--- src/rtl/sreg_move_pkg.sv ---
package sreg_move_pkg;
  localparam int XLEN   = 64;
  localparam int LO_W   = 32;
  localparam int IDX_W  = 7;
  localparam int CPL_LO = 32;
  localparam int VM_BIT = 46;
  // read window: low word plus bits 36:35
  localparam logic [XLEN-1:0] READ_MASK = 64'h0000_0018_FFFF_FFFF;

  typedef enum logic [2:0] {
    FC_NONE    = 3'd0,
    FC_ILLEGAL = 3'd1,
    FC_PRIV    = 3'd2,
    FC_VIRT    = 3'd3,
    FC_NAT     = 3'd4,
    FC_RSVD    = 3'd5
  } fault_e;
endpackage

--- src/rtl/sreg_state.sv ---
module sreg_state
  import sreg_move_pkg::*;
#(
  parameter logic [XLEN-1:0] RST_VAL = '0
) (
  input  logic            clk,
  input  logic            rst,
  input  logic            ld_en,
  input  logic [XLEN-1:0] ld_val,
  input  logic            wr_en,
  input  logic [LO_W-1:0] wr_lo,
  output logic [XLEN-1:0] q
);
  always_ff @(posedge clk) begin
    if (rst)        q <= RST_VAL;
    else if (ld_en) q <= ld_val;
    else if (wr_en) q[LO_W-1:0] <= wr_lo;
  end

  p_tload_r10: assert property (@(posedge clk) disable iff (rst)
    ld_en |=> q == $past(ld_val));
  p_upper_keep_r3: assert property (@(posedge clk) disable iff (rst)
    (wr_en && !ld_en) |=> q[XLEN-1:LO_W] == $past(q[XLEN-1:LO_W]));
endmodule

--- src/rtl/sreg_fault_arb.sv ---
module sreg_fault_arb
  import sreg_move_pkg::*;
#(
  parameter logic [LO_W-1:0] RSVD_MASK = 32'hF000_0001
) (
  input  logic             qual,
  input  logic             dir,
  input  logic [IDX_W-1:0] tgt,
  input  logic [LO_W-1:0]  src_lo,
  input  logic             nat,
  input  logic [1:0]       cpl,
  input  logic             vm,
  output fault_e           code
);
  logic priv_bad, rsvd_bad;
  assign priv_bad = (cpl != 2'd0);
  assign rsvd_bad = |(src_lo & RSVD_MASK);

  always_comb begin
    code = FC_NONE;
    if (qual) begin
      if (!dir) begin
        if (tgt == '0)    code = FC_ILLEGAL;
        else if (priv_bad) code = FC_PRIV;
        else if (vm)       code = FC_VIRT;
      end else begin
        if (priv_bad)      code = FC_PRIV;
        else if (nat)      code = FC_NAT;
        else if (rsvd_bad) code = FC_RSVD;
        else if (vm)       code = FC_VIRT;
      end
    end
  end

  always_comb begin
    if (qual && dir && !priv_bad && !nat)
      a_rsvd_r7: assert (rsvd_bad == (code == FC_RSVD));
  end
endmodule

--- src/rtl/sreg_read_fmt.sv ---
module sreg_read_fmt
  import sreg_move_pkg::*;
(
  input  logic [XLEN-1:0] sreg_in,
  output logic [XLEN-1:0] rd_out
);
  for (genvar i = 0; i < XLEN; i++) begin : g_bit
    if (READ_MASK[i]) begin : g_keep
      assign rd_out[i] = sreg_in[i];
    end else begin : g_zero
      assign rd_out[i] = 1'b0;
    end
  end
endmodule

--- src/rtl/sreg_move_unit.sv ---
module sreg_move_unit
  import sreg_move_pkg::*;
#(
  parameter logic [XLEN-1:0] RST_VAL   = '0,
  parameter logic [LO_W-1:0] RSVD_MASK = 32'hF000_0001
) (
  input  logic             clk,
  input  logic             rst,
  input  logic             req_valid,
  input  logic             req_qp,
  input  logic             req_dir,
  input  logic [IDX_W-1:0] req_tgt,
  input  logic [XLEN-1:0]  req_src,
  input  logic             req_src_nat,
  input  logic             tload_en,
  input  logic [XLEN-1:0]  tload_val,
  output logic             done,
  output logic             dst_we,
  output logic [IDX_W-1:0] dst_idx,
  output logic [XLEN-1:0]  dst_data,
  output logic             dst_nat,
  output logic             fault,
  output logic [2:0]       fault_code,
  output logic [XLEN-1:0]  sreg
);
  logic            qual, ok, wr_commit;
  fault_e          code;
  logic [XLEN-1:0] rd_val;
  logic [XLEN-1:0] sreg_q;

  assign qual      = req_valid && req_qp;
  assign ok        = qual && (code == FC_NONE);
  assign wr_commit = ok && req_dir;

  sreg_fault_arb #(.RSVD_MASK(RSVD_MASK)) u_arb (
    .qual  (qual),
    .dir   (req_dir),
    .tgt   (req_tgt),
    .src_lo(req_src[LO_W-1:0]),
    .nat   (req_src_nat),
    .cpl   (sreg_q[CPL_LO +: 2]),
    .vm    (sreg_q[VM_BIT]),
    .code  (code)
  );

  sreg_read_fmt u_fmt (
    .sreg_in(sreg_q),
    .rd_out (rd_val)
  );

  sreg_state #(.RST_VAL(RST_VAL)) u_state (
    .clk   (clk),
    .rst   (rst),
    .ld_en (tload_en),
    .ld_val(tload_val),
    .wr_en (wr_commit),
    .wr_lo (req_src[LO_W-1:0]),
    .q     (sreg_q)
  );

  always_ff @(posedge clk) begin
    if (rst) begin
      done       <= 1'b0;
      dst_we     <= 1'b0;
      dst_idx    <= '0;
      dst_data   <= '0;
      fault      <= 1'b0;
      fault_code <= 3'd0;
    end else begin
      done       <= ok;
      dst_we     <= ok && !req_dir;
      dst_idx    <= req_tgt;
      dst_data   <= (ok && !req_dir) ? rd_val : '0;
      fault      <= qual && (code != FC_NONE);
      fault_code <= qual ? code : FC_NONE;
    end
  end

  assign dst_nat = 1'b0;
  assign sreg    = sreg_q;

  p_one_outcome_r9: assert property (@(posedge clk) disable iff (rst)
    $onehot0({done, fault}));
  p_code_quiet_r9: assert property (@(posedge clk) disable iff (rst)
    !fault |-> fault_code == 3'd0);
  p_qp_false_r4: assert property (@(posedge clk) disable iff (rst)
    (req_valid && !req_qp) |=> (!done && !fault && !dst_we));
  p_fault_hold_r8: assert property (@(posedge clk) disable iff (rst)
    (qual && code != FC_NONE && !tload_en) |=> (sreg == $past(sreg) && !dst_we));
  p_read_window_r2: assert property (@(posedge clk) disable iff (rst)
    dst_we |-> ((dst_data & ~READ_MASK) == '0 && dst_nat == 1'b0));
endmodule

--- config.mk ---
export PLATFORM = sky130hd
export DESIGN_NAME = sreg_move_unit
export DESIGN_NICKNAME = d
export VERILOG_FILES = /design/src/rtl/sreg_move_pkg.sv /design/src/rtl/sreg_state.sv /design/src/rtl/sreg_fault_arb.sv /design/src/rtl/sreg_read_fmt.sv /design/src/rtl/sreg_move_unit.sv
export SDC_FILE = /design/constraint.sdc
export NUM_CORES = 1
export LEC_CHECK = 0
export BUFFER_PORTS_ARGS = -buffer_cell sky130_fd_sc_hd__buf_2
export CAP_MARGIN = 0
export CORE_AREA = 2 2 110 112
export CTS_BUF_LIST = sky130_fd_sc_hd__clkbuf_4 sky130_fd_sc_hd__clkbuf_8 sky130_fd_sc_hd__clkbuf_16
export CTS_CLUSTER_DIAMETER = 100
export CTS_CLUSTER_SIZE = 8
export DETAILED_ROUTE_END_ITERATION = 8
export DIE_AREA = 0 0 112 114
export GPL_TIMING_DRIVEN = 0
export PLACE_DENSITY = 0.75
export SLEW_MARGIN = 20
export SYNTH_ARGS = -nofsm -noshare
export SYNTH_HDL_FRONTEND = slang
export SYNTH_SLANG_ARGS = --single-unit
--- constraint.sdc ---
create_clock -name clk -period 2.4 [get_ports clk]
set_input_delay 0.12 -clock clk [delete_from_list [all_inputs] [get_ports clk]]
set_output_delay 0.12 -clock clk [all_outputs]
set_load 0.01 [all_outputs]
# ---- After elaboration in Yosys (flattened, before gate mapping)
# Cells that the tools add are included.
dict set report word_totals {
  ff_bits 141
  input_bits 142
  output_inout_bits 142
}
dict set report classes {
  muxes 10
  n_bitwise 2
  reduce_logical 14
}
# cell n
set op_table {}
lappend op_table {{32-bit 2-to-1 mux} 2}
lappend op_table {{3-bit 2-to-1 mux} 7}
lappend op_table {{7-bit logical NOT} 1}
lappend op_table {{1-bit logical AND} 5}
lappend op_table {{5-bit OR reduction} 1}
lappend op_table {{2-bit nonzero test} 2}
lappend op_table {{2-bit OR reduction} 2}
lappend op_table {{3-bit logical NOT} 1}
lappend op_table {{3-bit nonzero test} 1}
lappend op_table {{2-bit 2-to-1 mux} 1}
lappend op_table {{1-bit NOT} 2}
lappend op_table {{1-bit logical NOT} 1}

# ---- Logic depth before layout (Yosys ltp)
# Gate-level depths: netlist (run 1).
dict set report logic_depth {
  ltp_word 11
  ltp_mapped 6
  mapped_depth_nobuf 4
}

# ---- By module
# Synthesis (run 1) repeated with hierarchy kept, for this count alone.
dict set report hier_totals {
  hier_cells 544
  hier_area_um2 5677.9
}
# mod instances cells_per_inst area_per_inst_um2 seq_area_each_um2
set modules_own_cells {}
lappend modules_own_cells {sreg_state 1 246 2650.0 1281.2}
lappend modules_own_cells {sreg_move_unit 1 216 2442.3 1541.5}
lappend modules_own_cells {sreg_read_fmt 1 65 484.2 0.0}
lappend modules_own_cells {sreg_fault_arb 1 17 101.3 0.0}

# ---- Worst setup path before layout (run 1)
# No wires, ideal clock.
dict set report synth_timing {
  path_type {register -> register}
  from {register u_state.q[46]}
  to {register u_state.q[24]}
  setup_time_ps 151
  arrival_time_ps 1806
  slack_ps 443
  stages_incl_launch_ff 7
  path_buffers 2
  period_less_slack_ps 1957
  cell_sequence {dfxtp_1 > or4b_4 > or4_1 > buf_2 > buf_6 > nor3_1 > a2111oi_1}
}
dict set report synth_via {
  elab_chain_cells 10
  elab_cells_between_ends 12
  classes_between {8 x mux; 4 x reduce/logical}
}
# element line_no
set synth_rtl {}
lappend synth_rtl {{from (decl)} sreg_state.sv:12} ;# output logic [XLEN-1:0] q
lappend synth_rtl {{from (signal assigned)} sreg_state.sv:16} ;# else if (ld_en) q <= ld_val;
lappend synth_rtl {{from (signal, indexed assignment)} sreg_state.sv:17} ;# else if (wr_en) q[LO_W-1:0] <= wr_lo;
lappend synth_rtl {{2-bit 2-to-1 mux (*)} {sreg_fault_arb.sv:25, sreg_fault_arb.sv:30}}
lappend synth_rtl {{3-bit 2-to-1 mux} sreg_fault_arb.sv:29} ;# else if (rsvd_bad) code = FC_RSVD;
lappend synth_rtl {{3-bit 2-to-1 mux} sreg_fault_arb.sv:28} ;# else if (nat) code = FC_NAT;
lappend synth_rtl {{3-bit 2-to-1 mux} sreg_fault_arb.sv:27} ;# if (priv_bad) code = FC_PRIV;
lappend synth_rtl {{3-bit 2-to-1 mux (*)} sreg_fault_arb.sv:22} ;# if (!dir) begin
lappend synth_rtl {{3-bit 2-to-1 mux (*)} sreg_fault_arb.sv:21} ;# if (qual) begin
lappend synth_rtl {{3-bit logical NOT (*)} sreg_move_unit.sv:32} ;# assign ok = qual && (code == FC_NONE);
lappend synth_rtl {{1-bit logical AND (*)} sreg_move_unit.sv:32}
lappend synth_rtl {{1-bit logical AND (*)} sreg_move_unit.sv:33} ;# assign wr_commit = ok && req_dir;
lappend synth_rtl {{2-bit nonzero test (no source line) (*)} -}
# Every way passes the cells marked *; elsewhere a longest branch is shown, timed or not.
# A chain may end at the register's enable or synchronous reset.

# ---- Worst setup path in the final report (run 1)
dict set report layout_timing {
  from {input req_tgt[6]}
  to {register dst_data[17]}
}
dict set report layout_via {
  elab_chain_cells 9
}
# element line_no
set layout_rtl {}
lappend layout_rtl {{from (decl)} sreg_move_unit.sv:12} ;# input logic [IDX_W-1:0] req_tgt,
lappend layout_rtl {{7-bit logical NOT} sreg_fault_arb.sv:23} ;# if (tgt == '0) code = FC_ILLEGAL;
lappend layout_rtl {{3-bit 2-to-1 mux} sreg_fault_arb.sv:23}
lappend layout_rtl {{3-bit 2-to-1 mux} sreg_fault_arb.sv:22}
lappend layout_rtl {{3-bit 2-to-1 mux} sreg_fault_arb.sv:21}
lappend layout_rtl {{3-bit logical NOT} sreg_move_unit.sv:32}
lappend layout_rtl {{1-bit logical AND} sreg_move_unit.sv:32}
lappend layout_rtl {{1-bit logical AND} sreg_move_unit.sv:73} ;# dst_data <= (ok && !req_dir) ? rd_val : '0;
lappend layout_rtl {{1-bit NOT (no source line)} -}
lappend layout_rtl {{2-bit OR reduction (no source line)} -}
lappend layout_rtl {{to (signal assigned)} sreg_move_unit.sv:73}
lappend layout_rtl {{to (decl)} sreg_move_unit.sv:20} ;# output logic [XLEN-1:0] dst_data,
# Every way passes these cells.

==> impl_results.md, run 1 <==
- Total number of vias: 4,248
- Drt first-iter violations: 258
- Syn Inst Count: 437
- Clk buf depth: 2
- GP Congestion: between 0.8 and 0.9
- DRT Pass-1 Iters: 4
- WHS Endpoint: dst_idx[2]
- Most frequent cell after synthesis: dfxtp_1
- Crit path DAT: 2.55 ns
- Final Cell Area: 6410 um2
- Reg-to-Reg End: dst_data[17]
- Clock sinks: between 100 and 150
- Post-synth top flop: dfxtp_1
- Fraction of registers with async set/reset: 0%
- Leading area contributor after synthesis: dfxtp_1
- Initial antenna violation count: 0
- Setup CP Type: input pin to flop
- Unrepaired setup endpoints after global routing: no
- P per Cell Area: 636 nW/um2
- DRT antenna net count: 0
- Setup-violating endpoint count in the final report: 0
- Post-synth EDFFs: 0
- Placed cell area: around 6000 um2
- Clk_skew: 0.00717 ns
- Peak VDD IR: 343 uV
- Num rows: 40
- Max incr delay on CP: between 0.5 and 0.6 ns
- # IOs: 284
- Endpoints failing hold: 0
- Ant diodes: 0
- Die height: 114 um
- Critical path buffers and inverters: 3
- Max-slew violations: 0
- Final core occ: 54.8%
- Slew at the pin closest to its max-slew limit: 0.853 ns
- Critical path startpoint category: input pin
- I/O Buffers: roughly 220
- FF+latch count, synth: 111
- Post-Place Cells: roughly 830
- Largest net degree at the start of global routing: 17
- Hpwl dp: 10,800 um
- FMAX: 427 MHz
- Non-Filler Instances: 862
- Required @ worst endpoint: 2.61 ns
- Max-cap viol count: 0
- Hold path start: req_tgt[2]
- Total number of cells along the worst setup path: 7
- Leak: about 0.0031 uW
- Clk pin slew, worst setup/hold paths: roughly 0.070 ns
- Unique cell type count in the Yosys netlist: 36
- Vias in the first global route: 4,141
- Min Tclk post-route: 2.34 ns
- Post-synthesis sequential area ratio: approximately half
- CTS H-Tree Depth: 3
- Critical path, cell by cell: dlygate4sd3_1, buf_2, nor4_1, a31o_2, nand2_1, clkbuf_1, nor4b_1
- FF-to-FF setup slack: 0.19 ns
- Yosys warnings: 0
- Die ar.: 12,800 um2
- Mean Syn Cell Area: 10.5 um2
- First-pass GRT wire length: 21,100 um
- Clk Latency, worst-skew pair: 0.34 ns
- Max FO, Critical Path: 10
- Slew headroom: 43.1%
- Synth top cells by count: 111 x dfxtp_1, 37 x nor3_1, 34 x buf_4, 34 x nor2_1, 34 x nor4b_1
- Root Driver: clkbuf_16
- Delay-heaviest family, CP: simple AND/OR/NAND/NOR gates
- Share of layout cells above drive strength 1: 45.9%
- Area contributors post-synth: dfxtp_1 49%, mux2i_1 7.2%, a2111oi_2 6.6%
- Grt ovf: 0
- Initial core utilization: 39.1%
- Tcrit/Tclk final: between 90% and 100%
- CP max-delay cell: dlygate4sd3_1
- Mapped cell area: about 4600 um2
- CTS tree: yes
- Core Area: roughly 12,000 um2
- Nets: 852
- Post-synth top area share: ~49%
- Outcome: completed
- Total GRT Usage: 21.1%
- DRC viols: 0
- Chip Width: 112 um
- CTS Buf Count: 9
- Layout fillers: 1,073
- Hold depth: 2
- Detailed-route vias per instance: 4.93
- Layout Area Growth over Synthesis: 40.0%
- R2R depth: 5
- Wire per inst: 16.1 um
- Reg2reg start: u_state.q[46]
- Min-Delay Path Class: input pin to flop
- Routed wire length: ~14,000 um
- Setup crit end kind: flop
[placed cells by master, fill, tap and decap left out, drive strengths merged]
cell type,Yosys,routed
a21oi,4,4
o21a,1,1
o2bb2ai,1,1
nand3b,4,4
conb,1,31
bufinv,0,1
nor3,59,59
dfxtp,111,111
or3,3,3
a31o,1,1
a2111oi,27,27
nor3b,1,1
a221oi,1,1
o211ai,1,1
mux2i,33,33
or4,1,1
nor4b,34,34
dlygate4sd3,0,10
buf,51,273
o21ai,1,1
nand2,7,7
clkbuf,19,31
inv,28,28
nor4,4,4
or4b,1,1
clkinv,0,3
nor2,34,34
o311ai,1,1
nor2b,7,7
a311oi,1,1
[stage by stage]
step / TNS (ns) / power (uW) / hold WS (ns) / setup slack (ns)
5_1_grt: 0 / 4240 / 0.0192 / 0.0231
3_3_place_gp: -0.000194 / 2580 / 0.345 / -0.000194
4_1_cts: 0 / 4110 / 0.00153 / 0.0167
2_1_floorplan: 0 / 2350 / 0.248 / 0.443
3_5_place_dp: -0.934 / 2600 / 0.354 / -0.0820
6_report: 0 / 4080 / 0.0111 / 0.0579
[worst max path at each step]
stage | startpoint | endpoint
final | req_tgt[6] | dst_data[17]
after global routing | req_tgt[6] | dst_data[17]
after CTS | req_tgt[6] | dst_data[17]
after detailed placement | req_tgt[2] | dst_data[17]
after global placement | req_tgt[2] | dst_data[17]
after floorplan | u_state.q[46] | u_state.q[24]
[cells by family after synthesis]
family                 after synthesis  share of synthesized area [%]
AO/OA/AOI/OAI                       39                           9.86
AND/OR/NAND/NOR                    155                           22.3
other                                1                         0.0819
flip-flops                         111                           48.5
multiplexers                        33                           7.21
buffers and inverters               98                           12.0
[where the power goes]
group | switching (uW) | total (uW) | internal [uW]
Combinational | 316 | 595 | 279
Sequential | 52.7 | 1980 | 1920
Clock | 648 | 1500 | 857
Total | 1020 | 4080 | 3060
[layout make-up]
type / count / area, um2 / share of cell area [%]
well taps: 147 / 184 / 2.87
flip-flops and latches: 111 / 2220 / 34.7
plain buffers: 70 / 443 / 6.91
multi-input cells: 258 / 1930 / 30.1
clock inverters: 4 / 45.0 / 0.702
clock buffers: 12 / 254 / 3.96
inverters: 28 / 105 / 1.64
repair buffers: 232 / 1230 / 19.2
[what timing repair did]
item	in CTS	in global routing
endpoints found under the setup margin	1	25
cloned	0	0
resized for setup	1	0
setup buffers	0	3
hold endpoints to repair	10	0
pin swaps	0	2
hold buffers	10	0
[flip-flops by register name (all words and copies together) (netlist names)]
signal,count
done,1
dst_data,34
dst_idx,7
dst_we,1
fault,1
fault_code,3
u_state.q,64
[routing by layer]
metal / vias to the layer above / global-route usage (%) / wire (um)
met3: 27 / 4.99 / 1150
met5: - / 0 / 0
li1: 2033 / - / -
met1: 1966 / 24.4 / 5570
met4: 0 / 8.78 / 298
met2: 222 / 37.7 / 6880
Note: power is estimated with default switching activity, not from simulation.
==> run 2, diff against run 1 <==
--- a/config.mk
+++ b/config.mk
@@ -7,14 +7,14 @@
 export LEC_CHECK = 0
 export BUFFER_PORTS_ARGS = -buffer_cell sky130_fd_sc_hd__buf_2
 export CAP_MARGIN = 0
-export CORE_AREA = 2 2 110 112
+export CORE_AREA = 2 2 109 111
 export CTS_BUF_LIST = sky130_fd_sc_hd__clkbuf_4 sky130_fd_sc_hd__clkbuf_8 sky130_fd_sc_hd__clkbuf_16
 export CTS_CLUSTER_DIAMETER = 100
 export CTS_CLUSTER_SIZE = 8
 export DETAILED_ROUTE_END_ITERATION = 8
-export DIE_AREA = 0 0 112 114
+export DIE_AREA = 0 0 111 113
 export GPL_TIMING_DRIVEN = 0
-export PLACE_DENSITY = 0.75
+export PLACE_DENSITY = 0.76
 export SLEW_MARGIN = 20
 export SYNTH_ARGS = -nofsm -noshare
 export SYNTH_HDL_FRONTEND = slang
==> constraint.sdc (replaced) <==
create_clock -name clk -period 2.96 [get_ports clk]
set_input_delay 0.148 -clock clk [delete_from_list [all_inputs] [get_ports clk]]
set_output_delay 0.148 -clock clk [all_outputs]
set_load 0.005 [all_outputs]
==> impl_results.md, run 2 (synthesis gave the netlist of run 1 again) <==
- Hpwl dp: around 11,000 um
- Post-Place Cells: 829
- Share of layout cells above drive strength 1: 46.3%
- Core Area: 11,300 um2
- FMAX: 409 MHz
- DRT antenna net count: 0
- Setup CP Type: flop to flop
- R2R depth: 5
- Most frequent cells in the layout: 223 x buf_2, 111 x dfxtp_1, 37 x nor3_1
- Slew at the pin closest to its max-slew limit: 0.951 ns
- Non-Filler Instances: 845
- Die ar.: roughly 13,000 um2
- Largest net degree at the start of global routing: 18
- Max reg flops: 64
- P per Cell Area: 524 nW/um2
- CP max-delay cell: nor3_2
- Wire per inst: 16.3 um
- Top flop regs: u_state.q x64, dst_data x34, dst_idx x7
- Chip Width: 111 um
- Critical path buffers and inverters: 1
- Layout Area Growth over Synthesis: 37.0%
- Slew headroom: 36.2%
- Hold depth: 2
- Delay-heaviest family, CP: simple AND/OR/NAND/NOR gates
- First-pass GRT wire length: 21,300 um
- Setup crit end kind: flop
- Peak VDD IR: 311 uV
- Clk_skew: around 0.0095 ns
- WHS: 0.0259 ns
- Leak: 0.00306 uW
- Most common cell after layout, fill and taps aside: buf_2
- # Post-CTS Setup Buffers: 0
- Max-cap viol count: 0
- Hold-fix buffers, CTS: 0
- Initial core utilization: between 40% and 50%
- Clk Latency, worst-skew pair: 0.35 ns
- Required @ worst endpoint: 3.16 ns
- Root Driver: clkbuf_16
- Critical path, cell by cell: or3_1, o2bb2ai_1, nor3_2, clkbuf_1, nor4b_1
- Routed wire length: 13,800 um
- Reg with most FFs: u_state.q
- I/O Buffers: between 200 and 250
- DRT Pass-1 Iters: 4
- Clock sinks: 111
- Reg-to-Reg End: dst_data[16]
- Die height: 113 um
- CTS tree: yes
- Clk buf depth: 2
- Reg2reg start: u_state.q[32]
- Resized cells post-CTS: 0
- Detailed-route vias per instance: a little under 5
- Max FO, Critical Path: 10
- Grt ovf: 0
- Ant diodes: 0
- # IOs: 284
- Drt first-iter violations: 223
- Tcrit/Tclk final: 82.6%
- Hold path start: req_tgt[6]
- Crit path DAT: 2.65 ns
- Max-slew violations: 0
- CTS H-Tree Depth: 3
- Min-Delay Path Class: input pin to flop
- Num rows: 39
- CTS Buf Count: 9
- Total GRT Usage: 21.7%
- Critical path startpoint category: flop
- Unrepaired setup endpoints after global routing: no
- Max incr delay on CP: 0.73 ns
- Nets: 839
- Min Tclk post-route: 2.45 ns
- Total number of vias: 4,179
- Outcome: completed
- Initial antenna violation count: 1
- Endpoints failing hold: 0
- DRC viols: 0
- FF-to-FF setup slack: 0.51 ns
- GP Congestion: around 0.87
- WHS Endpoint: dst_idx[6]
- Vias in the first global route: 4,155
- Clk pin slew, worst setup/hold paths: 0.07 ns
- Setup-violating endpoint count in the final report: 0
- Post-Route Setup TNS: 0 ns
## run 2: cell types whose count changed in the layout (fill, tap and decap cells not counted)
cell,before,now
dlygate4sd3_1,10,0
buf_4,36,34
clkbuf_4,2,0
buf_12,1,0
clkbuf_8,2,3
clkinv_2,3,2
clkinv_4,0,1
clkinvlp_4,0,1
nor3_2,21,22
nor3_4,1,0
## run 2: worst max-delay path by stage
stage          cells after the start       endpoint          start
2_1_floorplan                      6  u_state.q[24]  u_state.q[46]
3_3_place_gp                       6   dst_data[16]     req_tgt[2]
3_5_place_dp                       6   dst_data[16]     req_tgt[2]
4_1_cts                            5   dst_data[16]  u_state.q[32]
5_1_grt                            5   dst_data[16]  u_state.q[32]
6_report                           5   dst_data[16]  u_state.q[32]
## run 2: worst reg2reg max path, stage by stage, from the launching register on
cell	delay [ns]
dfxtp_1	0.35
or3_1	0.45
o2bb2ai_1	0.18
nor3_2	0.73
clkbuf_1	0.45
nor4b_1	0.14
## run 2: area by class of cell
| type | count | area (um2) |
|---|---|---|
| clock inverters | 5 | 56.3 |
| plain buffers | 70 | 443 |
| multi-input cells | 258 | 1920 |
| fillers | 996 | 5000 |
| inverters | 28 | 105 |
| repair buffers | 219 | 1100 |
| clock buffers | 11 | 253 |
| flip-flops and latches | 111 | 2220 |
| well taps | 143 | 179 |
## run 2: power breakdown
| part | switching (uW) | internal [uW] | total, uW |
|---|---|---|---|
| registers | 42.1 | 1560 | 1600 |
| logic | 220 | 214 | 434 |
| clock network | 549 | 702 | 1250 |
| total | 811 | 2480 | 3290 |
## run 2: metal layers
layer  GRT usage [%]  share of wire, %  up-vias
met1            24.6                40     1921
met5               0             0.080        -
met3            6.16               9.0       22
met4            10.3               2.5        2
met2            37.9                48      223
li1                -                 -     2011
## run 2: stage by stage
stage	setup WS, ns	instance area [um2]	utilization, %	power [uW]
after floorplan	1.00	4690	-	1870
after global placement	0.436	5970	52.9	2060
after detailed placement	0.375	5970	52.9	2070
after CTS	0.527	6280	55.7	3310
after global routing	0.387	6280	55.7	3410
final	0.514	6280	55.7	3290
